**src/rtl/pirq_pkg.sv**
```systemverilog
package pirq_pkg;

   typedef enum logic [1:0] {
      SEL_SET  = 2'd0,
      SEL_CLR  = 2'd1,
      SEL_STAT = 2'd2,
      SEL_NONE = 2'd3
   } reg_sel_e;

   typedef enum logic [1:0] {
      ROLE_DEV = 2'd0,
      ROLE_SYS = 2'd1,
      ROLE_TMR = 2'd2,
      ROLE_EXT = 2'd3
   } id_role_e;

   localparam int MAX_IDS = 32;

   function automatic id_role_e role_of(input int id, input int sys_id, input int tmr_id,
                                        input int fiq_id, input int irq_base, input int n_ext);
      if (id == sys_id) return ROLE_SYS;
      if (id == tmr_id) return ROLE_TMR;
      if (id == fiq_id) return ROLE_EXT;
      if (id >= irq_base && id < irq_base + n_ext) return ROLE_EXT;
      return ROLE_DEV;
   endfunction

   // Builds a bit mask of all identifiers whose role equals want.
   function automatic logic [MAX_IDS-1:0] role_mask(input id_role_e want, input int n_ids,
                                                    input int sys_id, input int tmr_id,
                                                    input int fiq_id, input int irq_base,
                                                    input int n_ext);
      logic [MAX_IDS-1:0] m;
      m = '0;
      for (int k = 0; k < n_ids; k++) begin
         if (role_of(k, sys_id, tmr_id, fiq_id, irq_base, n_ext) == want) m[k] = 1'b1;
      end
      return m;
   endfunction

endpackage

```
**src/rtl/pirq_src_map.sv**
```systemverilog
module pirq_src_map
   import pirq_pkg::*;
#(
   parameter int NUM_IDS     = 32,
   parameter int NUM_SYS     = 7,
   parameter int NUM_TMR     = 3,
   parameter int NUM_EXT_IRQ = 2,
   parameter int SYS_ID      = 1,
   parameter int TMR_ID      = 19,
   parameter int FIQ_ID      = 0,
   parameter int IRQ_BASE_ID = 30
) (
   input  logic                   clk,
   input  logic                   rst_n,
   input  logic [NUM_SYS-1:0]     sys_irq,
   input  logic [NUM_TMR-1:0]     tmr_irq,
   input  logic                   ext_fiq,
   input  logic [NUM_EXT_IRQ-1:0] ext_irq,
   input  logic [NUM_IDS-1:0]     dev_irq,
   output logic [NUM_IDS-1:0]     irq_src
);

   logic [NUM_IDS-1:0] src_nxt;
   logic [NUM_IDS-1:0] dev_unused_bits;
   logic               dev_unused_fold;
   logic               sys_any;
   logic               tmr_any;

   assign sys_any = |sys_irq;
   assign tmr_any = |tmr_irq;

   for (genvar i = 0; i < NUM_IDS; i++) begin : g_lane
      localparam id_role_e LR = role_of(i, SYS_ID, TMR_ID, FIQ_ID, IRQ_BASE_ID, NUM_EXT_IRQ);
      if (LR == ROLE_SYS) begin : g_sys
         assign src_nxt[i]         = sys_any;
         assign dev_unused_bits[i] = dev_irq[i];
      end else if (LR == ROLE_TMR) begin : g_tmr
         assign src_nxt[i]         = tmr_any;
         assign dev_unused_bits[i] = dev_irq[i];
      end else if (i == FIQ_ID) begin : g_fiq
         assign src_nxt[i]         = ext_fiq;
         assign dev_unused_bits[i] = dev_irq[i];
      end else if (LR == ROLE_EXT) begin : g_ext
         assign src_nxt[i]         = ext_irq[i-IRQ_BASE_ID];
         assign dev_unused_bits[i] = dev_irq[i];
      end else begin : g_dev
         assign src_nxt[i]         = dev_irq[i];
         assign dev_unused_bits[i] = 1'b0;
      end
   end

   // Raw lanes that a shared or pin source replaces are dropped on purpose.
   assign dev_unused_fold = ^dev_unused_bits;

   always_ff @(posedge clk or negedge rst_n) begin
      if (!rst_n) irq_src <= '0;
      else        irq_src <= src_nxt;
   end

   p_sys_merge_r1: assert property (@(posedge clk) disable iff (!rst_n)
      1'b1 |=> irq_src[SYS_ID] == $past(|sys_irq));

   p_tmr_merge_r2: assert property (@(posedge clk) disable iff (!rst_n)
      1'b1 |=> irq_src[TMR_ID] == $past(|tmr_irq));

   p_fiq_route_r3: assert property (@(posedge clk) disable iff (!rst_n)
      1'b1 |=> irq_src[FIQ_ID] == $past(ext_fiq));

   p_irq_route_r3: assert property (@(posedge clk) disable iff (!rst_n)
      1'b1 |=> irq_src[IRQ_BASE_ID +: NUM_EXT_IRQ] == $past(ext_irq));

endmodule

```
**src/rtl/pirq_clk_ctrl.sv**
```systemverilog
module pirq_clk_ctrl
   import pirq_pkg::*;
#(
   parameter int                 NUM_IDS   = 32,
   parameter logic [NUM_IDS-1:0] GATE_MASK = '0,
   parameter logic [NUM_IDS-1:0] ON_MASK   = '0
) (
   input  logic               clk,
   input  logic               rst_n,
   input  logic               wr,
   input  logic [1:0]         sel,
   input  logic [NUM_IDS-1:0] wdata,
   output logic [NUM_IDS-1:0] en_q
);

   logic [NUM_IDS-1:0] en_d;
   logic [NUM_IDS-1:0] hit;
   reg_sel_e           sel_e;

   assign sel_e = reg_sel_e'(sel);
   assign hit   = wdata & GATE_MASK;

   always_comb begin
      en_d = en_q;
      if (wr) begin
         unique case (sel_e)
            SEL_SET: en_d = en_q | hit;
            SEL_CLR: en_d = en_q & ~hit;
            default: en_d = en_q;
         endcase
      end
   end

   always_ff @(posedge clk or negedge rst_n) begin
      if (!rst_n) en_q <= ON_MASK;
      else        en_q <= (en_d & GATE_MASK) | ON_MASK;
   end

   p_set_bits_r5: assert property (@(posedge clk) disable iff (!rst_n)
      (wr && sel == SEL_SET) |=> ((en_q & $past(wdata) & GATE_MASK) == ($past(wdata) & GATE_MASK)));

   p_clr_bits_r6: assert property (@(posedge clk) disable iff (!rst_n)
      (wr && sel == SEL_CLR) |=> ((en_q & $past(wdata) & GATE_MASK) == '0));

   p_idle_hold_r7: assert property (@(posedge clk) disable iff (!rst_n)
      (!wr || sel == SEL_STAT || sel == SEL_NONE) |=> $stable(en_q));

   p_always_on_r9: assert property (@(posedge clk) disable iff (!rst_n)
      (wr && sel == SEL_CLR) |=> ((en_q & ON_MASK) == ON_MASK));

   p_no_clock_r10: assert property (@(posedge clk) disable iff (!rst_n)
      (wr && sel == SEL_SET) |=> ((en_q & ~(GATE_MASK | ON_MASK)) == '0));

endmodule

```
**src/rtl/pirq_clk_hub.sv**
```systemverilog
module pirq_clk_hub
   import pirq_pkg::*;
#(
   parameter int NUM_IDS     = 32,
   parameter int NUM_SYS     = 7,
   parameter int NUM_TMR     = 3,
   parameter int NUM_EXT_IRQ = 2,
   parameter int SYS_ID      = 1,
   parameter int TMR_ID      = 19,
   parameter int FIQ_ID      = 0,
   parameter int IRQ_BASE_ID = 30
) (
   input  logic                   clk,
   input  logic                   rst_n,
   input  logic [NUM_SYS-1:0]     sys_irq,
   input  logic [NUM_TMR-1:0]     tmr_irq,
   input  logic                   ext_fiq,
   input  logic [NUM_EXT_IRQ-1:0] ext_irq,
   input  logic [NUM_IDS-1:0]     dev_irq,
   input  logic                   reg_wr,
   input  logic [1:0]             reg_sel,
   input  logic [NUM_IDS-1:0]     reg_wdata,
   output logic [NUM_IDS-1:0]     reg_rdata,
   output logic [NUM_IDS-1:0]     irq_src,
   output logic [NUM_IDS-1:0]     clk_en,
   output logic [NUM_TMR-1:0]     tmr_clk_en
);

   localparam logic [MAX_IDS-1:0] SYS_M =
      role_mask(ROLE_SYS, NUM_IDS, SYS_ID, TMR_ID, FIQ_ID, IRQ_BASE_ID, NUM_EXT_IRQ);
   localparam logic [MAX_IDS-1:0] EXT_M =
      role_mask(ROLE_EXT, NUM_IDS, SYS_ID, TMR_ID, FIQ_ID, IRQ_BASE_ID, NUM_EXT_IRQ);
   localparam logic [NUM_IDS-1:0] ON_MASK   = SYS_M[NUM_IDS-1:0];
   localparam logic [NUM_IDS-1:0] GATE_MASK = ~(SYS_M[NUM_IDS-1:0] | EXT_M[NUM_IDS-1:0]);

   if (NUM_IDS < 4 || NUM_IDS > MAX_IDS) begin : g_bad_ids
      $error("pirq_clk_hub: NUM_IDS out of range");
   end
   if (NUM_SYS < 1 || NUM_TMR < 1 || NUM_EXT_IRQ < 0) begin : g_bad_groups
      $error("pirq_clk_hub: group sizes must be positive");
   end
   if (SYS_ID == TMR_ID || SYS_ID == FIQ_ID || TMR_ID == FIQ_ID) begin : g_bad_fixed
      $error("pirq_clk_hub: fixed identifiers collide");
   end
   if (IRQ_BASE_ID + NUM_EXT_IRQ > NUM_IDS || SYS_ID >= NUM_IDS || TMR_ID >= NUM_IDS
       || FIQ_ID >= NUM_IDS) begin : g_bad_range
      $error("pirq_clk_hub: identifier beyond NUM_IDS");
   end
   if ((SYS_ID >= IRQ_BASE_ID && SYS_ID < IRQ_BASE_ID + NUM_EXT_IRQ)
       || (TMR_ID >= IRQ_BASE_ID && TMR_ID < IRQ_BASE_ID + NUM_EXT_IRQ)
       || (FIQ_ID >= IRQ_BASE_ID && FIQ_ID < IRQ_BASE_ID + NUM_EXT_IRQ)) begin : g_bad_ext
      $error("pirq_clk_hub: pin identifiers overlap a fixed identifier");
   end

   pirq_src_map #(
      .NUM_IDS     (NUM_IDS),
      .NUM_SYS     (NUM_SYS),
      .NUM_TMR     (NUM_TMR),
      .NUM_EXT_IRQ (NUM_EXT_IRQ),
      .SYS_ID      (SYS_ID),
      .TMR_ID      (TMR_ID),
      .FIQ_ID      (FIQ_ID),
      .IRQ_BASE_ID (IRQ_BASE_ID)
   ) u_map (
      .clk     (clk),
      .rst_n   (rst_n),
      .sys_irq (sys_irq),
      .tmr_irq (tmr_irq),
      .ext_fiq (ext_fiq),
      .ext_irq (ext_irq),
      .dev_irq (dev_irq),
      .irq_src (irq_src)
   );

   pirq_clk_ctrl #(
      .NUM_IDS   (NUM_IDS),
      .GATE_MASK (GATE_MASK),
      .ON_MASK   (ON_MASK)
   ) u_clk (
      .clk   (clk),
      .rst_n (rst_n),
      .wr    (reg_wr),
      .sel   (reg_sel),
      .wdata (reg_wdata),
      .en_q  (clk_en)
   );

   assign reg_rdata  = (reg_sel == SEL_STAT) ? clk_en : '0;
   assign tmr_clk_en = {NUM_TMR{clk_en[TMR_ID]}};

   p_tmr_stop_r11: assert property (@(posedge clk) disable iff (!rst_n)
      (reg_wr && reg_sel == SEL_CLR && reg_wdata[TMR_ID]) |=> (tmr_clk_en == '0));

   p_tmr_start_r11: assert property (@(posedge clk) disable iff (!rst_n)
      (reg_wr && reg_sel == SEL_SET && reg_wdata[TMR_ID]) |=> (tmr_clk_en == '1));

   p_fwd_gated_r12: assert property (@(posedge clk) disable iff (!rst_n)
      (!clk_en[TMR_ID] && tmr_irq != '0) |=> irq_src[TMR_ID]);

endmodule

```
**config.mk**
```make
export PLATFORM = sky130hd
export DESIGN_NAME = pirq_clk_hub
export DESIGN_NICKNAME = d
export VERILOG_FILES = /design/src/rtl/pirq_pkg.sv /design/src/rtl/pirq_src_map.sv /design/src/rtl/pirq_clk_ctrl.sv /design/src/rtl/pirq_clk_hub.sv
export SDC_FILE = /design/constraint.sdc
export NUM_CORES = 1
export LEC_CHECK = 0
export ABC_AREA = 1
export ABC_CLOCK_PERIOD_IN_PS = 1000
export BUFFER_PORTS_ARGS = -buffer_cell sky130_fd_sc_hd__buf_2
export CAP_MARGIN = 5
export CORE_UTILIZATION = 41
export CTS_CLUSTER_SIZE = 28
export DETAILED_ROUTE_END_ITERATION = 8
export GPL_TIMING_DRIVEN = 0
export HOLD_SLACK_MARGIN = 0.03
export PLACE_DENSITY = 0.91
export SLEW_MARGIN = 10
export SYNTH_ARGS = -nofsm -noshare
export SYNTH_HDL_FRONTEND = slang
export SYNTH_HIERARCHICAL = 1
export SYNTH_SLANG_ARGS = --single-unit
export TNS_END_PERCENT = 100
```
**constraint.sdc**
```tcl
create_clock -name clk -period 1 [get_ports clk]
set_input_delay 0.3 -clock clk [delete_from_list [all_inputs] [get_ports clk]]
set_output_delay 0.3 -clock clk [all_outputs]
set_load 0.05 [all_outputs]
```
Word-level counts from Yosys, hierarchy flattened
Index checks and enable logic that the tools add are counted.
Word-level totals
  register bits after elaboration: 60
  input port bits: 82
  output and inout port bits: 99
  logic and storage cells: 14
Cells by class
  eq/ne operators: 2
  mux-type cells: 2
  bitwise gates (word level): 3
  reductions and logical operators: 5
Operators by type and width (count)
  $pmux W30 S2: 1
  $and A30 B30 Y30: 1
  $mux W30: 1
  $not A30 Y30: 1
  $or A30 B30 Y30: 1
  $reduce_or A7 Y1: 1
  $reduce_or A3 Y1: 1
  $eq A2 B1 Y1 const B: 1
  $eq A2 B2 Y1 const B: 1
  $logic_not A2 Y1: 1
  $reduce_and A2 Y1: 1
  $reduce_bool A2 Y1: 1

Logic depth before layout (Yosys ltp)
  word-level depth: 3
  depth in mapped cells: 6
  depth with buffers taken out: 4

By module
Netlist, hierarchy kept.
By module, submodules not included
  pirq_clk_ctrl: times used 1, cells an instance 162, area an instance 1396.3 um2, sequential area each 700.7 um2
  pirq_src_map: times used 1, cells an instance 47, area an instance 857.1 um2, sequential area each 800.8 um2
  pirq_clk_hub: times used 1, cells an instance 72, area an instance 381.6 um2, sequential area each 0.0 um2

Least setup slack after synthesis
No wires, ideal clock.
  path kind: register to output
  start: reg with a tool-made name
  end: out reg_rdata[28]
  data arrival time: 1372 ps
  data required time: 700 ps
  slack: -672 ps
  cell stages (with the launch flop): 3
  path buffers: 0
  path through: dfrtp_1 -> inv_1 -> nor2_1
RTL lines
  end, declared: line pirq_clk_hub.sv:23  | output logic [NUM_IDS-1:0] reg_rdata,

==> results.sh <==
export IMPL_synth_seq_cells=60
export IMPL_first_iter_violations=199
export IMPL_setup_violations=92
export IMPL_async_flop_share_pct=100.0
export IMPL_pin_count=181
export IMPL_violations="setup timing"
export IMPL_slew_violations=0
export IMPL_ys_types=13
export IMPL_grt_use_total_pct=28.03
export IMPL_dp_hpwl_um=5664
export IMPL_synth_warnings=6
export IMPL_core_region_area_sq_mm=0.006061
export IMPL_wl_met3_um=887
export IMPL_wirelength_um=9627
export IMPL_grt_overflow=0
export IMPL_r2r_slack_ps=160
export IMPL_placed_area_sq_mm=0.003811
export IMPL_syn_avg_cell_area_sq_um=9.377
export IMPL_die_area_sq_mm=0.006751
export IMPL_worstSetupPathType="flop to primary output"
export IMPL_hold_viol_final=0
export IMPL_powerDensity_mw_per_mm2=1741
export IMPL_synth_top_area_cell="dfrtp_1"
export IMPL_cp_required_ps=700
export IMPL_tritoncts="done"
export IMPL_drt_vias_per_instance=4.986
export IMPL_ant_nets=0
export IMPL_cts_max_level=3
export IMPL_path_max_fanout=6
export IMPL_antenna_found_initial=0
export IMPL_synth_area_sq_mm=0.002635
export IMPL_total_power_w=0.008505
export IMPL_num_rows=28
export IMPL_cts_root_buf="clkbuf_8"
export IMPL_maxCapViolCount=0
export IMPL_cts_sinks=60
export IMPL_routed_via_count=2757
export IMPL_clock_skew_ps=0
export IMPL_finalCritPeriodShare_pct=140.0
export IMPL_cp_start_kind="flop"
export IMPL_clock_latency_ps=330
export IMPL_diodes=0
export IMPL_finalWorstPathRequiredPeriod_ps=1400
export IMPL_place_port_buffers=163
export IMPL_leakage_nw=2.416
export IMPL_cts_buffers=9
export IMPL_dr_wl_met2_um=5355
export IMPL_first_pass_iters=5
export IMPL_cp_arrival_ps=1100
export IMPL_grt_pass1_vias=2784
export IMPL_gp_congestion=0.7201
export IMPL_setup_tns_ps=-22130
export IMPL_syn_to_final_growth_pct=85.42
export IMPL_grt_max_degree=32
export IMPL_synth_edf_count=0
export IMPL_post_drt_wl_per_cell_um=17.41
export IMPL_layout_drive_gt1_share_pct=64.64
export IMPL_synth_cells=281
export IMPL_clk_pin_slew_ps=70
export IMPL_ff2ff_path_depth=3
export IMPL_seq_area_frac_synth_pct=56.98
export IMPL_drc=0
export IMPL_critPathCapture="clk_en[19]"
export IMPL_slew_headroom_pct=39.27
export IMPL_cts_buffer_depth=2
export IMPL_yosysTopAreaCellShare_pct=56.98
export IMPL_fin_hold_ws_ps=16.53
export IMPL_crit_path_end_kind="primary output"
export IMPL_nets=555
export IMPL_post_synth_top_count_cell="nand2_1"
export IMPL_fillers=350
export IMPL_design_area_sq_mm=0.004886
export IMPL_m1WireLength_um=3155
export IMPL_min_path_type="primary input to asynchronous set/reset pin"
export IMPL_peakVddDrop_v=0.001345
export IMPL_synthFlopType="dfrtp_1"
export IMPL_maxUsedRoutingLayer="met4"
export IMPL_netlist_top_cells_count="61 x nand2_1, 60 x dfrtp_1, 40 x inv_1, 30 x nor2_2"
export IMPL_die_w_um=82.17
export IMPL_synthTopCellsByArea="dfrtp_1 57%, nand2_1 8.7%, nor2_2 7.1%"
export IMPL_tightestPinTransition_ps=907.6
export IMPL_grt_pass1_wl_um=13520
export IMPL_rsz0062_at_grt="yes"
export IMPL_die_height_um=82.17
export IMPL_status="finished, violations left"
export IMPL_setup_slack_ps=-400.4
export IMPL_start_util_pct=43.48
export IMPL_max_freq_mhz=714.1
## layout make-up
class / instances / area (sq um) / share of cell area, %
repair buffers: 179 / 1697 / 34.72
flip-flops and latches: 60 / 1536 / 31.45
multi-input cells: 157 / 933.4 / 19.10
plain buffers: 24 / 249.0 / 5.096
inverters: 42 / 173.9 / 3.560
clock buffers: 12 / 155.1 / 3.175
well taps: 75 / 93.84 / 1.921
clock inverters: 4 / 47.55 / 0.9731
## worst max-delay path, cell delays in order (launching register included)
cell and delay, ps:
dfrtp_2 470, buf_4 160, buf_8 140
## worst min-delay path by stage
stage,startpoint,to,depth (start not counted),slack (ps)
global placement,dev_irq[5],u_map/irq_src[5],1,410
detailed placement,rst_n,u_map/irq_src[6],1,390
floorplan,rst_n,asynchronous set/reset pin,0,4
finish,rst_n,u_map/irq_src[6],1,20
global route,rst_n,u_map/irq_src[28],1,50
CTS,rst_n,u_map/irq_src[6],1,30
## layer usage
layer	global-route usage, %	vias to the layer above
li1	-	1248
met1	28.51	1299
met2	52.23	190
met3	8.242	20
met4	12.98	0
met5	0	-
## power by group
part           switching (W)  internal, W
registers           0.000271      0.00271
clock network       0.000950      0.00128
logic                0.00207      0.00123
## logic make-up (layout without fill, tap and decap cells)
logic type             after synthesis  count (layout)  synth area share, %
AND/OR/NAND/NOR                    153             153                28.73
buffers and inverters               66             261                14.01
flip-flops                          60              60                56.98
other                                2               4               0.2850
## timing repair
| action | CTS | global route |
|---|---|---|
| buffers inserted | 7 | 5 |
| endpoints found under the setup margin | 92 | 92 |
| endpoints found under the hold margin | 8 | 0 |
| pin swaps | 1 | 3 |
| gates cloned | 2 | 1 |
| resized for setup | 198 | 23 |
## metrics by stage
stage | setup slack (ps) | cells | util [%]
6_report | -400.4 | 553 | 80.62
2_1_floorplan | -179.9 | 283 | -
3_3_place_gp | -538.1 | 521 | 62.55
4_1_cts | -376.0 | 547 | 78.24
3_5_place_dp | -480.0 | 522 | 62.88
5_1_grt | -444.9 | 553 | 80.62
## cells in the final DEF, fill, tap and decap left out
cell type	count
buf_12	5
buf_16	2
buf_2	73
buf_4	18
buf_6	79
buf_8	25
bufinv_16	1
clkbuf_1	1
clkbuf_16	1
clkbuf_8	11
clkinv_2	2
clkinvlp_4	1
conb_1	4
dfrtp_1	32
dfrtp_2	28
inv_1	11
inv_16	1
inv_2	30
nand2_1	61
nand2_8	1
nand3_1	28
nand4_1	28
nor2_1	4
nor2_2	2
nor2_4	29
Note: power is estimated with default switching activity, not from simulation.
